===== config.mk =====
export PLATFORM = sky130hd
export DESIGN_NAME = madd_seq
export DESIGN_NICKNAME = d
export VERILOG_FILES = /design/src/rtl/madd_pkg.sv /design/src/rtl/madd_ctrl.sv /design/src/rtl/madd_dp.sv /design/src/rtl/madd_seq.sv
export SDC_FILE = /design/constraint.sdc
export NUM_CORES = 1
export LEC_CHECK = 0
export BUFFER_PORTS_ARGS = -buffer_cell sky130_fd_sc_hd__buf_2
export CELL_PAD_IN_SITES_DETAIL_PLACEMENT = 1
export CELL_PAD_IN_SITES_GLOBAL_PLACEMENT = 2
export CORE_MARGIN = 2
export CORE_UTILIZATION = 40
export CTS_CLUSTER_DIAMETER = 200
export DETAILED_ROUTE_END_ITERATION = 12
export GPL_TIMING_DRIVEN = 0
export PLACE_DENSITY_LB_ADDON = 0.1
export SYNTH_ARGS = -nofsm -noshare
export SYNTH_HDL_FRONTEND = slang
export SYNTH_SLANG_ARGS = --single-unit

===== constraint.sdc =====
create_clock -name clk -period 13.5 [get_ports clk]
set_clock_uncertainty 0.1 [all_clocks]
set_input_delay 3.375 -clock clk [delete_from_list [all_inputs] [get_ports clk]]
set_output_delay 3.375 -clock clk [all_outputs]
set_load 0.02 [all_outputs]

===== src/rtl/madd_pkg.sv =====
package madd_pkg;
  typedef enum logic [1:0] {
    ST_IDLE  = 2'd0,
    ST_ADDR  = 2'd1,
    ST_FETCH = 2'd2,
    ST_CALC  = 2'd3
  } madd_state_e;
endpackage


===== src/rtl/madd_ctrl.sv =====
module madd_ctrl
  import madd_pkg::*;
#(
  parameter int N_ELEM = 3,
  parameter int AW     = 2,
  localparam int CW    = $clog2(N_ELEM + 1)
) (
  input  logic        clk,
  input  logic        rst_n,
  input  logic        start,
  output madd_state_e state_o,
  output logic [AW-1:0] rd_idx_o,
  output logic [AW-1:0] wr_idx_o,
  output logic        done_o
);
  madd_state_e state_q, state_d;
  logic [CW-1:0] cnt_q, cnt_d;
  logic          cnt_en;
  logic          last;
  logic          done_d, done_q;
  logic [CW-1:0] wr_prev;

  assign last = (cnt_q == CW'(N_ELEM));

  // next-state logic
  always_comb begin
    state_d = state_q;
    unique case (state_q)
      ST_IDLE:  if (start) state_d = ST_ADDR;
      ST_ADDR:  state_d = ST_FETCH;
      ST_FETCH: state_d = ST_CALC;
      ST_CALC:  state_d = last ? ST_IDLE : ST_ADDR;
      default:  state_d = ST_IDLE;
    endcase
  end

  // iteration counter: cleared on accept, advanced on each address cycle
  always_comb begin
    cnt_en = 1'b0;
    cnt_d  = cnt_q;
    if (state_q == ST_IDLE && start) begin
      cnt_en = 1'b1;
      cnt_d  = '0;
    end else if (state_q == ST_ADDR) begin
      cnt_en = 1'b1;
      cnt_d  = cnt_q + CW'(1);
    end
  end

  assign done_d = (state_q == ST_CALC) && last;

  always_ff @(posedge clk or negedge rst_n) begin
    if (!rst_n) begin
      state_q <= ST_IDLE;
      cnt_q   <= '0;
      done_q  <= 1'b0;
    end else begin
      state_q <= state_d;
      done_q  <= done_d;
      if (cnt_en) cnt_q <= cnt_d;
    end
  end

  assign wr_prev  = cnt_q - CW'(1);
  assign rd_idx_o = cnt_q[AW-1:0];
  assign wr_idx_o = wr_prev[AW-1:0];
  assign state_o  = state_q;
  assign done_o   = done_q;
endmodule


===== src/rtl/madd_dp.sv =====
module madd_dp #(
  parameter int DATA_W = 32,
  parameter int SC_W   = 8
) (
  input  logic              clk,
  input  logic              rst_n,
  input  logic              sum_en,
  input  logic              x_en,
  input  logic [SC_W-1:0]   coef_a,
  input  logic [SC_W-1:0]   off_b,
  input  logic [SC_W-1:0]   off_c,
  input  logic [DATA_W-1:0] rdata,
  output logic [DATA_W-1:0] wdata
);
  localparam int EXT_W = DATA_W - SC_W;

  logic [DATA_W-1:0] a_ext, b_ext, c_ext;
  logic [DATA_W-1:0] sum_q, x_q;

  assign a_ext = {{EXT_W{coef_a[SC_W-1]}}, coef_a};
  assign b_ext = {{EXT_W{off_b[SC_W-1]}}, off_b};
  assign c_ext = {{EXT_W{off_c[SC_W-1]}}, off_c};

  // loop-invariant sum held for the whole run; fetched element register
  always_ff @(posedge clk or negedge rst_n) begin
    if (!rst_n) begin
      sum_q <= '0;
      x_q   <= '0;
    end else begin
      if (sum_en) sum_q <= b_ext + c_ext;
      if (x_en)   x_q   <= rdata;
    end
  end

  assign wdata = a_ext * x_q + sum_q;
endmodule


===== src/rtl/madd_seq.sv =====
module madd_seq
  import madd_pkg::*;
#(
  parameter int N_ELEM = 3,
  parameter int DATA_W = 32,
  parameter int SC_W   = 8,
  localparam int AW    = (N_ELEM > 1) ? $clog2(N_ELEM) : 1
) (
  input  logic              clk,
  input  logic              rst_n,
  input  logic              start,
  input  logic [SC_W-1:0]   coef_a,
  input  logic [SC_W-1:0]   off_b,
  input  logic [SC_W-1:0]   off_c,
  output logic              done,
  output logic [AW-1:0]     src_addr,
  output logic              src_ce,
  input  logic [DATA_W-1:0] src_rdata,
  output logic [AW-1:0]     dst_addr,
  output logic              dst_ce,
  output logic              dst_we,
  output logic [DATA_W-1:0] dst_wdata
);
  madd_state_e state;
  logic [AW-1:0] rd_idx, wr_idx;

  madd_ctrl #(.N_ELEM(N_ELEM), .AW(AW)) u_ctrl (
    .clk      (clk),
    .rst_n    (rst_n),
    .start    (start),
    .state_o  (state),
    .rd_idx_o (rd_idx),
    .wr_idx_o (wr_idx),
    .done_o   (done)
  );

  madd_dp #(.DATA_W(DATA_W), .SC_W(SC_W)) u_dp (
    .clk    (clk),
    .rst_n  (rst_n),
    .sum_en (state == ST_IDLE && start),
    .x_en   (state == ST_FETCH),
    .coef_a (coef_a),
    .off_b  (off_b),
    .off_c  (off_c),
    .rdata  (src_rdata),
    .wdata  (dst_wdata)
  );

  assign src_ce   = (state == ST_ADDR);
  assign src_addr = rd_idx;
  assign dst_ce   = (state == ST_CALC);
  assign dst_we   = (state == ST_CALC);
  assign dst_addr = wr_idx;
endmodule


==> results of run 1 <==
[logic make-up (layout without fill, tap and decap cells)]
group | Yosys count | count (layout) | synth area share [%]
adders and majority gates | 269 | 269 | 49.5
buffers and inverters | 212 | 316 | 8.29
muxes | 36 | 36 | 4.19
xor gates and xnor gates | 40 | 40 | 3.63
AOI/OAI and AO/OA | 103 | 103 | 7.62
DFF | 46 | 46 | 11.9
and+or+nand+nor | 286 | 286 | 14.8
[cells in the mapped netlist, drive strengths merged (3+ instances only)]
| cell | n |
|---|---|
| nor3 | 7 |
| a21oi | 26 |
| nand2b | 14 |
| buf | 5 |
| a211o | 3 |
| inv | 178 |
| o21bai | 4 |
| a211oi | 3 |
| nand2 | 112 |
| fa | 188 |
| o211ai | 3 |
| and2 | 102 |
| nor2 | 30 |
| and3 | 5 |
| xnor2 | 34 |
| o21a | 10 |
| o21ai | 19 |
| a21o | 11 |
| clkbuf | 29 |
| dfrtp | 46 |
| ha | 81 |
| mux2 | 35 |
| o31ai | 3 |
| nand3 | 4 |
| a2111oi | 3 |
| nor2b | 6 |
| xor2 | 6 |
[registers in the layout, indices dropped and copies added (netlist names)]
name and cells:
u_dp.sum_q 9, u_ctrl.state_o 2, u_ctrl.done_o 1, u_ctrl.rd_idx_o 2, u_dp.x_q 32
[timing repair]
action | 4_1_cts | 5_1_grt
endpoints found under the setup margin | 0 | 6
resized for setup | 0 | 3
setup buffers | 0 | 0
[stage by stage]
| stage | instance area (um^2) | std cells |
|---|---|---|
| final | 10700 | 1415 |
| after global routing | 10700 | 1415 |
| after CTS | 10700 | 1417 |
| after detailed placement | 10500 | 1409 |
| after global placement | 10500 | 1408 |
| after floorplan | 9640 | 992 |
[how the worst max path moves through the flow]
stage / from / end / slack, ps / cells after the start
3_3_place_gp: coef_a[3] / dst_wdata[30] / 30 / 19
3_5_place_dp: coef_a[3] / dst_wdata[30] / 8 / 19
4_1_cts: coef_a[3] / dst_wdata[30] / 6 / 19
2_1_floorplan: coef_a[2] / dst_wdata[31] / 1520 / 17
6_report: coef_a[4] / dst_wdata[31] / 530 / 17
5_1_grt: coef_a[4] / dst_wdata[31] / 100 / 17
[per-layer routing]
layer	track usage (%)	up-vias
li1	-	3274
met1	32.5	3608
met2	35.1	109
met3	2.53	11
met4	3.14	0
met5	0	-
[worst min-delay path: cells and delay by family (launching register included)]
kind | cells | cell delay, ps
and+or+nand+nor | 1 | 50
AOI/OAI and AO/OA | 1 | 60
DFF | 1 | 350
[cell type report]
| class | instances | share of cell area, % |
|---|---|---|
| flip-flops and latches | 46 | 10.8 |
| plain buffers | 32 | 1.17 |
| inverters | 178 | 6.25 |
| clock buffers | 5 | 1.17 |
| clock inverters | 3 | 0.199 |
| repair buffers | 98 | 4.73 |
| multi-input cells | 734 | 72.0 |
| well taps | 319 | 3.73 |
==> flow_metrics.env, run 1 <==
export IMPL_run_status="completed"
export IMPL_dp_hpwl_um=21400
export IMPL_die_boundary_width_um=159
export IMPL_synthDominantAreaCellType="fa_1"
export IMPL_die_area_um2=25400
export IMPL_timing_hold_worst_path_depth=2
export IMPL_cp_num_buf_inv=3
export IMPL_warnings_from_yosys=0
export IMPL_route_antenna_remaining_nets=0
export IMPL_synth_avg_cell_area_um2=9.72
export IMPL_cts_hold_buf=0
export IMPL_insertedDiodeCount=0
export IMPL_grt_first_pass_wirelength_um=43500
export IMPL_p_r_area_growth_vs_syn_pct=10.9
export IMPL_tightestPinTransition_ps=1220
export IMPL_synth_seq_area_share_pct=11.9
export IMPL_cts_tree="built"
export IMPL_post_route_cells_drive_above_1_share_pct=14.0
export IMPL_async_reset_ff_share_pct=100
export IMPL_drtIter0Drc=295
export IMPL_synth_top_area_share_pct=39.0
export IMPL_initial_utilization_pct=41.0
export IMPL_area_sequential_um2=1150
export IMPL_worst_path_max_fanout=10
export IMPL_clock_tree_buffer_depth=2
export IMPL_postSynthRegisterBits=46
export IMPL_grt_total_usage_pct=21.8
export IMPL_critPathCaptureType="output port"
export IMPL_wire_per_inst_um=18.4
export IMPL_clk_pin_slew_ps=70
export IMPL_count_of_endpoints_failing_hold_in_the_final_timing_report=0
export IMPL_clkLatencyLatePin_ps=310
export IMPL_timing_worst_setup_path_type="in2out"
export IMPL_holdWs_ps=394
export IMPL_max_freq_ghz=0.0771
export IMPL_crit_reg2reg_capture="u_dp.x_q[9]"
export IMPL_synth_main_ff_cell="dfrtp_1"
export IMPL_crit_path_cell_trace="clkbuf_1 > clkbuf_1 > and2_1 > fa_1 > fa_1 > fa_1 > fa_1 > ha_1 > ha_1 > a2111oi_0 > o21ai_1 > a2111oi_4 > nor3_2 > o41a_4 > a221oi_2 > xnor2_1 > buf_2"
export IMPL_vias=7002
export IMPL_worstHoldStart="u_dp.sum_q[2]"
export IMPL_ios=99
export IMPL_cp_data_required_time_ps=10020
export IMPL_io_buffers=97
export IMPL_netlist_area_um2=9640
export IMPL_timing_final_ws_setup_ps=532
export IMPL_placement_rows=56
export IMPL_max_slew_margin_pct=18.5
export IMPL_synth_area_leaders="fa_1 (39%), dfrtp_1 (12%), ha_1 (11%), inv_1 (6.9%), and2_1 (6.6%)"
export IMPL_post_route_period_util_pct=96.1
export IMPL_final_routed_wirelength_across_all_metal_layers_um=26000
export IMPL_cts_num_sinks=46
export IMPL_synth_enable_flop_cells=0
export IMPL_multiInputGateArea_um2=7700
export IMPL_drc=0
export IMPL_startpoint_of_the_worst_register_to_register_path="u_ctrl.state_o[0]"
export IMPL_cp_slowest_cell="clkbuf_1"
export IMPL_grt_antenna_before_repair=1
export IMPL_drv_max_cap_violation_count=0
export IMPL_drt_vias_per_instance=4.95
export IMPL_syn_inst=992
export IMPL_layout_cells_most_common_list="fa_1 (188), inv_1 (176), nand2_1 (112)"
export IMPL_cts_root_buf="clkbuf_16"
export IMPL_grt_pass1_vias=7797
export IMPL_worst_r2r_cell_count=5
export IMPL_finalSetupViolCount=0
export IMPL_crit_family="adder cells"
export IMPL_synth_net_count=1320
export IMPL_rsz_0062_raised_after_global_routing="no"
export IMPL_drv_slew=0
export IMPL_grt_start_max_net_pins=47
export IMPL_timing_final_crit_period_ps=12970
export IMPL_regToRegSetupSlack_ps=11120
export IMPL_post_place_ws_ps=8.06
export IMPL_fp_dieH_um=159
export IMPL_cp_slowest_stage_delay_ps=540
export IMPL_routed_length_on_met1_um=12900
export IMPL_crit_top_cell="fa_1"
export IMPL_arrival_ps=9490
export IMPL_setup_tns_ps=0
export IMPL_routed_top_layer="met4"
export IMPL_nNetsFinal=1423
export IMPL_core_area_um2=23500
export IMPL_commonest_non_fill_non_tap_cell_in_the_layout="fa_1"
export IMPL_finish_utilization_pct=45.4
export IMPL_met3_wirelength_um=937
export IMPL_clock_tree_htree_level_count=2
export IMPL_whs_endpoint="u_dp.sum_q[2]"
export IMPL_wl_met2_um=12000
export IMPL_overflow=0
export IMPL_critical_path_startpoint_category="input port"
export IMPL_place_congestion=0.783
export IMPL_fill_count=2791
export IMPL_synthDistinctLibCells=54
export IMPL_firstDrtPassIters=4
export IMPL_inserted_clock_buffers=5
export IMPL_hold_class="reg2reg"
Power of run 1 is left out: the tool's default activity adds up to more than one toggle a clock period on the data nets, which glitch-free logic cannot reach.
==> run 2, diff against run 1 <==
Settings changed: CELL_PAD_IN_SITES_GLOBAL_PLACEMENT 2 to 1, CORE_UTILIZATION 40 to 35.
==> run 2 against run 1 <==
- hold slack improved by 6.4 ps
- final area increased by 0.58%
- register-to-register slack improved by 120 ps
- core utilization decreased by 5.6 points
- critical path depth increased by 1
- global-route usage decreased by 2.1 points
- maximum frequency decreased by 2.1%
- critical path type unchanged
- critical endpoint unchanged
==> flow_metrics.env, run 2 (synthesis gave the netlist of run 1 again) <==
export IMPL_overflow=0
export IMPL_multiInputGateArea_um2=7700
export IMPL_run_status="completed"
export IMPL_drv_slew=0
export IMPL_hold_class="reg2reg"
export IMPL_drt_vias_per_instance=4.90
export IMPL_tightestPinTransition_ps=1180
export IMPL_largest_register="u_dp.x_q"
export IMPL_largest_reg_flops=32
export IMPL_place_congestion=0.785
export IMPL_die_area_um2=28900
export IMPL_finalSetupViolCount=0
export IMPL_commonest_non_fill_non_tap_cell_in_the_layout="fa_1"
export IMPL_vias=7053
export IMPL_inserted_clock_buffers=5
export IMPL_cp_data_required_time_ps=10020
export IMPL_p_r_area_growth_vs_syn_pct=11.6
export IMPL_grt_pass1_vias=8046
export IMPL_layout_cells_most_common_list="fa_1 (188), inv_1 (176), nand2_1 (112)"
export IMPL_grt_antenna_before_repair=2
export IMPL_regToRegSetupSlack_ps=11240
export IMPL_ios=99
export IMPL_timing_final_crit_period_ps=13250
export IMPL_fp_dieH_um=170
export IMPL_count_of_endpoints_failing_hold_in_the_final_timing_report=0
export IMPL_cts_tree="built"
export IMPL_clock_tree_htree_level_count=2
export IMPL_worst_path_max_fanout=10
export IMPL_io_buffers=97
export IMPL_placement_rows=60
export IMPL_die_boundary_width_um=170
export IMPL_firstDrtPassIters=4
export IMPL_nNetsFinal=1425
export IMPL_initial_utilization_pct=35.7
export IMPL_post_route_cells_drive_above_1_share_pct=14.1
export IMPL_max_freq_ghz=0.0755
export IMPL_timing_worst_setup_path_type="in2out"
export IMPL_core_area_um2=27000
export IMPL_drv_max_cap_violation_count=0
export IMPL_dp_hpwl_um=21900
export IMPL_arrival_ps=9780
export IMPL_cts_root_buf="clkbuf_16"
export IMPL_final_routed_wirelength_across_all_metal_layers_um=26400
export IMPL_cts_num_sinks=46
export IMPL_clock_tree_buffer_depth=2
export IMPL_critical_path_startpoint_category="input port"
export IMPL_grt_first_pass_wirelength_um=43800
export IMPL_wire_per_inst_um=18.3
export IMPL_post_cts_buffers=0
export IMPL_post_place_ws_ps=-16.5
export IMPL_clk_pin_slew_ps=70
export IMPL_fill_count=3161
export IMPL_critPathCaptureType="output port"
export IMPL_rsz_0062_raised_after_global_routing="no"
export IMPL_cts_hold_buf=0
export IMPL_area_sequential_um2=1150
export IMPL_clkLatencyLatePin_ps=300
export IMPL_drtIter0Drc=221
export IMPL_grt_total_usage_pct=19.8
export IMPL_reg_largest_list="u_dp.x_q (32), u_dp.sum_q (9)"
export IMPL_max_slew_margin_pct=21.6
export IMPL_timing_final_ws_setup_ps=249
export IMPL_grt_start_max_net_pins=47
export IMPL_route_antenna_remaining_nets=0
export IMPL_drc=0
export IMPL_post_route_period_util_pct=98.2
export IMPL_setup_tns_ps=0
-- run 2: worst paths after layout --
check	start	endpoint	depth (start not counted)
setup / recovery	coef_a[3]	dst_wdata[31]	18
hold / removal	u_dp.sum_q[5]	u_dp.sum_q[5]	2
setup reg to reg	u_ctrl.state_o[0]	u_dp.x_q[16]	5
hold reg to reg	u_dp.sum_q[5]	u_dp.sum_q[5]	2
max in group asynchronous	rst_n	u_dp.x_q[11]	1
min in group asynchronous	rst_n	u_ctrl.done_o	1
-- run 2: stage by stage --
step           utilization [%]  hold slack, ps  instance area (um^2)  cells
2_1_floorplan                -             349                  9640    992
3_3_place_gp              39.1             365                 10600   1430
3_5_place_dp              39.1             381                 10600   1431
4_1_cts                   39.8             403                 10800   1439
5_1_grt                   39.8             424                 10800   1439
6_report                  39.8             401                 10800   1440
-- run 2: area by class of cell --
cell class                 instances  area share, %
buffer                            34           1.26
timing repair buffer              98           4.70
antenna                            1         0.0233
sequential                        46           10.7
clock buffer                       5           1.16
multi-input combinational        734           71.6
clock inverter                     3          0.407
tap                              341           3.97
inverter                         178           6.21
-- run 2: what timing repair did --
item,in CTS,in global routing
endpoints found under the hold margin,0,0
setup endpoints to repair,1,3
gates resized for setup,1,6
-- run 2: critical path, stage by stage --
cell and delay, ps:
buf_2 90, clkbuf_1 560, clkbuf_1 580, and2_1 250, fa_1 450, fa_1 500
fa_1 540, fa_1 420, ha_1 290, ha_1 260, a2111oi_0 440, o21ai_1 260
a2111oi_4 580, nor3_2 140, o41a_4 430, a221oi_2 270, xnor2_1 140, buf_2 170
-- run 2: per-layer routing --
layer	track usage, %	part of all wire, %	vias up
met1	28.9	48	3629
met4	5.05	2.1	0
li1	-	-	3279
met2	32.0	46	123
met3	1.37	3.5	22
met5	0	0	-
Power of run 2 is left out for the same reason.
==> run 3, diff against run 2 <==
Settings changed: ABC_AREA set to 1.
==> run 3 against run 2 <==
- synthesized area is 8.4% higher
- critical path depth is 4 higher
- hold slack worse by 6.3 ps
- critical path type unchanged
- critical endpoint is now dst_wdata[29]
- largest cell class unchanged
==> flow_metrics.env, run 3 <==
export IMPL_multiInputGateArea_um2=7830
export IMPL_worst_path_max_fanout=10
export IMPL_grt_start_max_net_pins=47
export IMPL_post_route_cells_drive_above_1_share_pct=12.1
export IMPL_cp_num_cells=22
export IMPL_tightestPinTransition_ps=1100
export IMPL_die_boundary_width_um=177
export IMPL_clock_tree_buffer_depth=2
export IMPL_setup_tns_ps=0
export IMPL_max_freq_ghz=0.0808
export IMPL_post_place_ws_ps=1020
export IMPL_cts_repair_resized_insts=0
export IMPL_drv_max_cap_violation_count=0
export IMPL_clk_pin_slew_ps=70
export IMPL_final_routed_wirelength_across_all_metal_layers_um=32000
export IMPL_whs_endpoint="u_dp.sum_q[1]"
export IMPL_synth_net_count=1676
export IMPL_postSynthRegisterBits=46
export IMPL_vias=8679
export IMPL_max_slew_margin_pct=26.5
export IMPL_synthDominantAreaCellType="fa_1"
export IMPL_cts_num_sinks=46
export IMPL_worstHoldStart="u_dp.sum_q[1]"
export IMPL_cts_tree="built"
export IMPL_fp_dieH_um=177
export IMPL_place_congestion=0.823
export IMPL_wire_per_inst_um=17.4
export IMPL_post_cts_buffers=0
export IMPL_io_buffers=94
export IMPL_routed_top_layer="met4"
export IMPL_synth_seq_area_share_pct=11.0
export IMPL_wl_met2_um=15100
export IMPL_grt_total_usage_pct=21.6
export IMPL_insertedDiodeCount=0
export IMPL_critPathCaptureType="output port"
export IMPL_warnings_from_yosys=0
export IMPL_crit_path_cell_trace="buf_2 > clkbuf_1 > clkbuf_1 > nand2_1 > inv_1 > fa_1 > inv_1 > fa_1 > fa_1 > inv_1 > fa_1 > ha_1 > ha_1 > nand2_1 > nor2_1 > inv_1 > nor3_1 > nand3_1 > nand3_1 > nand2_1 > nand2_1 > buf_2"
export IMPL_cts_hold_buf=0
export IMPL_routed_length_on_met1_um=15100
export IMPL_rsz_0062_raised_after_global_routing="no"
export IMPL_crit_family="adder cells"
export IMPL_dp_hpwl_um=27100
export IMPL_firstDrtPassIters=4
export IMPL_critical_path_startpoint_category="input port"
export IMPL_clkLatencyLatePin_ps=300
export IMPL_drt_vias_per_instance=4.71
export IMPL_timing_final_ws_setup_ps=1120
export IMPL_synth_top_cells_by_count="nand2_1 (381), inv_1 (324), fa_1 (188)"
export IMPL_fill_count=3709
export IMPL_regToRegSetupSlack_ps=11520
export IMPL_grt_first_pass_wirelength_um=51700
export IMPL_post_route_period_util_pct=91.7
export IMPL_largest_register="u_dp.x_q"
export IMPL_synth_main_ff_cell="dfrtp_1"
export IMPL_placement_rows=63
export IMPL_timing_worst_setup_path_type="in2out"
export IMPL_grt_pass1_vias=9494
export IMPL_cp_num_buf_inv=8
export IMPL_arrival_ps=8900
export IMPL_synth_most_common_cell="nand2_1"
export IMPL_die_area_um2=31300
export IMPL_timing_hold_worst_path_depth=2
export IMPL_drv_slew=0
export IMPL_async_reset_ff_share_pct=100
export IMPL_startpoint_of_the_worst_register_to_register_path="u_ctrl.state_o[0]"
export IMPL_synthDistinctLibCells=42
export IMPL_finish_utilization_pct=39.3
export IMPL_synth_area_leaders="fa_1 (36%), nand2_1 (14%), inv_1 (12%), dfrtp_1 (11%), ha_1 (9.7%)"
export IMPL_cts_root_buf="clkbuf_16"
export IMPL_netlist_area_um2=10500
export IMPL_hold_class="reg2reg"
export IMPL_drtIter0Drc=343
export IMPL_run_status="completed"
export IMPL_cp_slowest_stage_delay_ps=720
export IMPL_grt_antenna_before_repair=1
export IMPL_area_sequential_um2=1150
export IMPL_reg_largest_list="u_dp.x_q (32), u_dp.sum_q (9)"
export IMPL_inserted_clock_buffers=5
export IMPL_crit_reg2reg_capture="u_dp.x_q[23]"
export IMPL_cp_data_required_time_ps=10020
export IMPL_worst_r2r_cell_count=4
export IMPL_synth_avg_cell_area_um2=7.76
export IMPL_layout_cells_most_common_list="nand2_1 (381), inv_1 (323), fa_1 (188)"
export IMPL_syn_inst=1348
export IMPL_met3_wirelength_um=1390
export IMPL_overflow=0
export IMPL_core_area_um2=29600
export IMPL_p_r_area_growth_vs_syn_pct=11.2
export IMPL_synth_enable_flop_cells=0
export IMPL_count_of_endpoints_failing_hold_in_the_final_timing_report=0
export IMPL_nNetsFinal=1778
export IMPL_synth_top_area_share_pct=36.0
export IMPL_finalSetupViolCount=0
export IMPL_commonest_non_fill_non_tap_cell_in_the_layout="nand2_1"
export IMPL_clock_tree_htree_level_count=2
export IMPL_ios=99
export IMPL_cp_slowest_cell="clkbuf_1"
export IMPL_initial_utilization_pct=35.4
export IMPL_route_antenna_remaining_nets=0
export IMPL_timing_final_crit_period_ps=12380
export IMPL_largest_reg_flops=32
export IMPL_drc=0
[run 3: changes by cell type in the layout (fill, tap and decap cells not counted), sizes merged, moves of 10 or more]
cell    delta
nor2      +33
clkbuf    +15
o21a      -10
nand2b    -13
mux2      -11
and2     -102
xnor2     -31
nand2    +284
a21oi     +10
inv      +152
xor2      +11
nand3     +32
[run 3: worst max-delay path by stage]
stage / slack (ps) / endpoint / start
floorplan: 2220 / dst_wdata[16] / coef_a[3]
global placement: 1140 / dst_wdata[29] / coef_a[3]
detailed placement: 1020 / dst_wdata[29] / coef_a[3]
CTS: 1020 / dst_wdata[29] / coef_a[3]
global route: 780 / dst_wdata[29] / coef_a[3]
finish: 1120 / dst_wdata[29] / coef_a[3]
[run 3: logic make-up after synthesis]
family / synth area share [%]
xor gates and xnor gates: 1.68
muxes: 2.58
AOI/OAI and AO/OA: 4.51
buffers and inverters: 14.2
and+or+nand+nor: 20.4
adders and majority gates: 45.7
DFF: 11.0
[run 3: final cells by class]
cell class	instances	share of cell area, %
clock inverters	3	0.592
flip-flops and latches	46	9.90
multi-input cells	914	67.3
plain buffers	55	1.97
inverters	333	10.8
repair buffers	95	4.22
well taps	390	4.20
clock buffers	5	1.08
[run 3: worst reg2reg max path, delay by kind of cell (launching register included)]
kind       cells  cell delay, ps
buf+inv        2             710
mux            1             410
flops          1             420
fa+ha+maj      1             210
[run 3: through the flow]
stage,cells,hold slack [ps],instance area (um^2)
3_5_place_dp,1833,382,11400
3_3_place_gp,1832,366,11400
2_1_floorplan,1348,349,10500
5_1_grt,1841,425,11600
6_report,1841,394,11600
4_1_cts,1841,401,11600
[run 3: per-layer routing]
metal,vias to the layer above,track usage [%]
li1,4142,-
met1,4356,30.0
met2,160,37.1
met3,21,1.80
met4,0,3.93
met5,-,0
Power of run 3 is left out for the same reason.
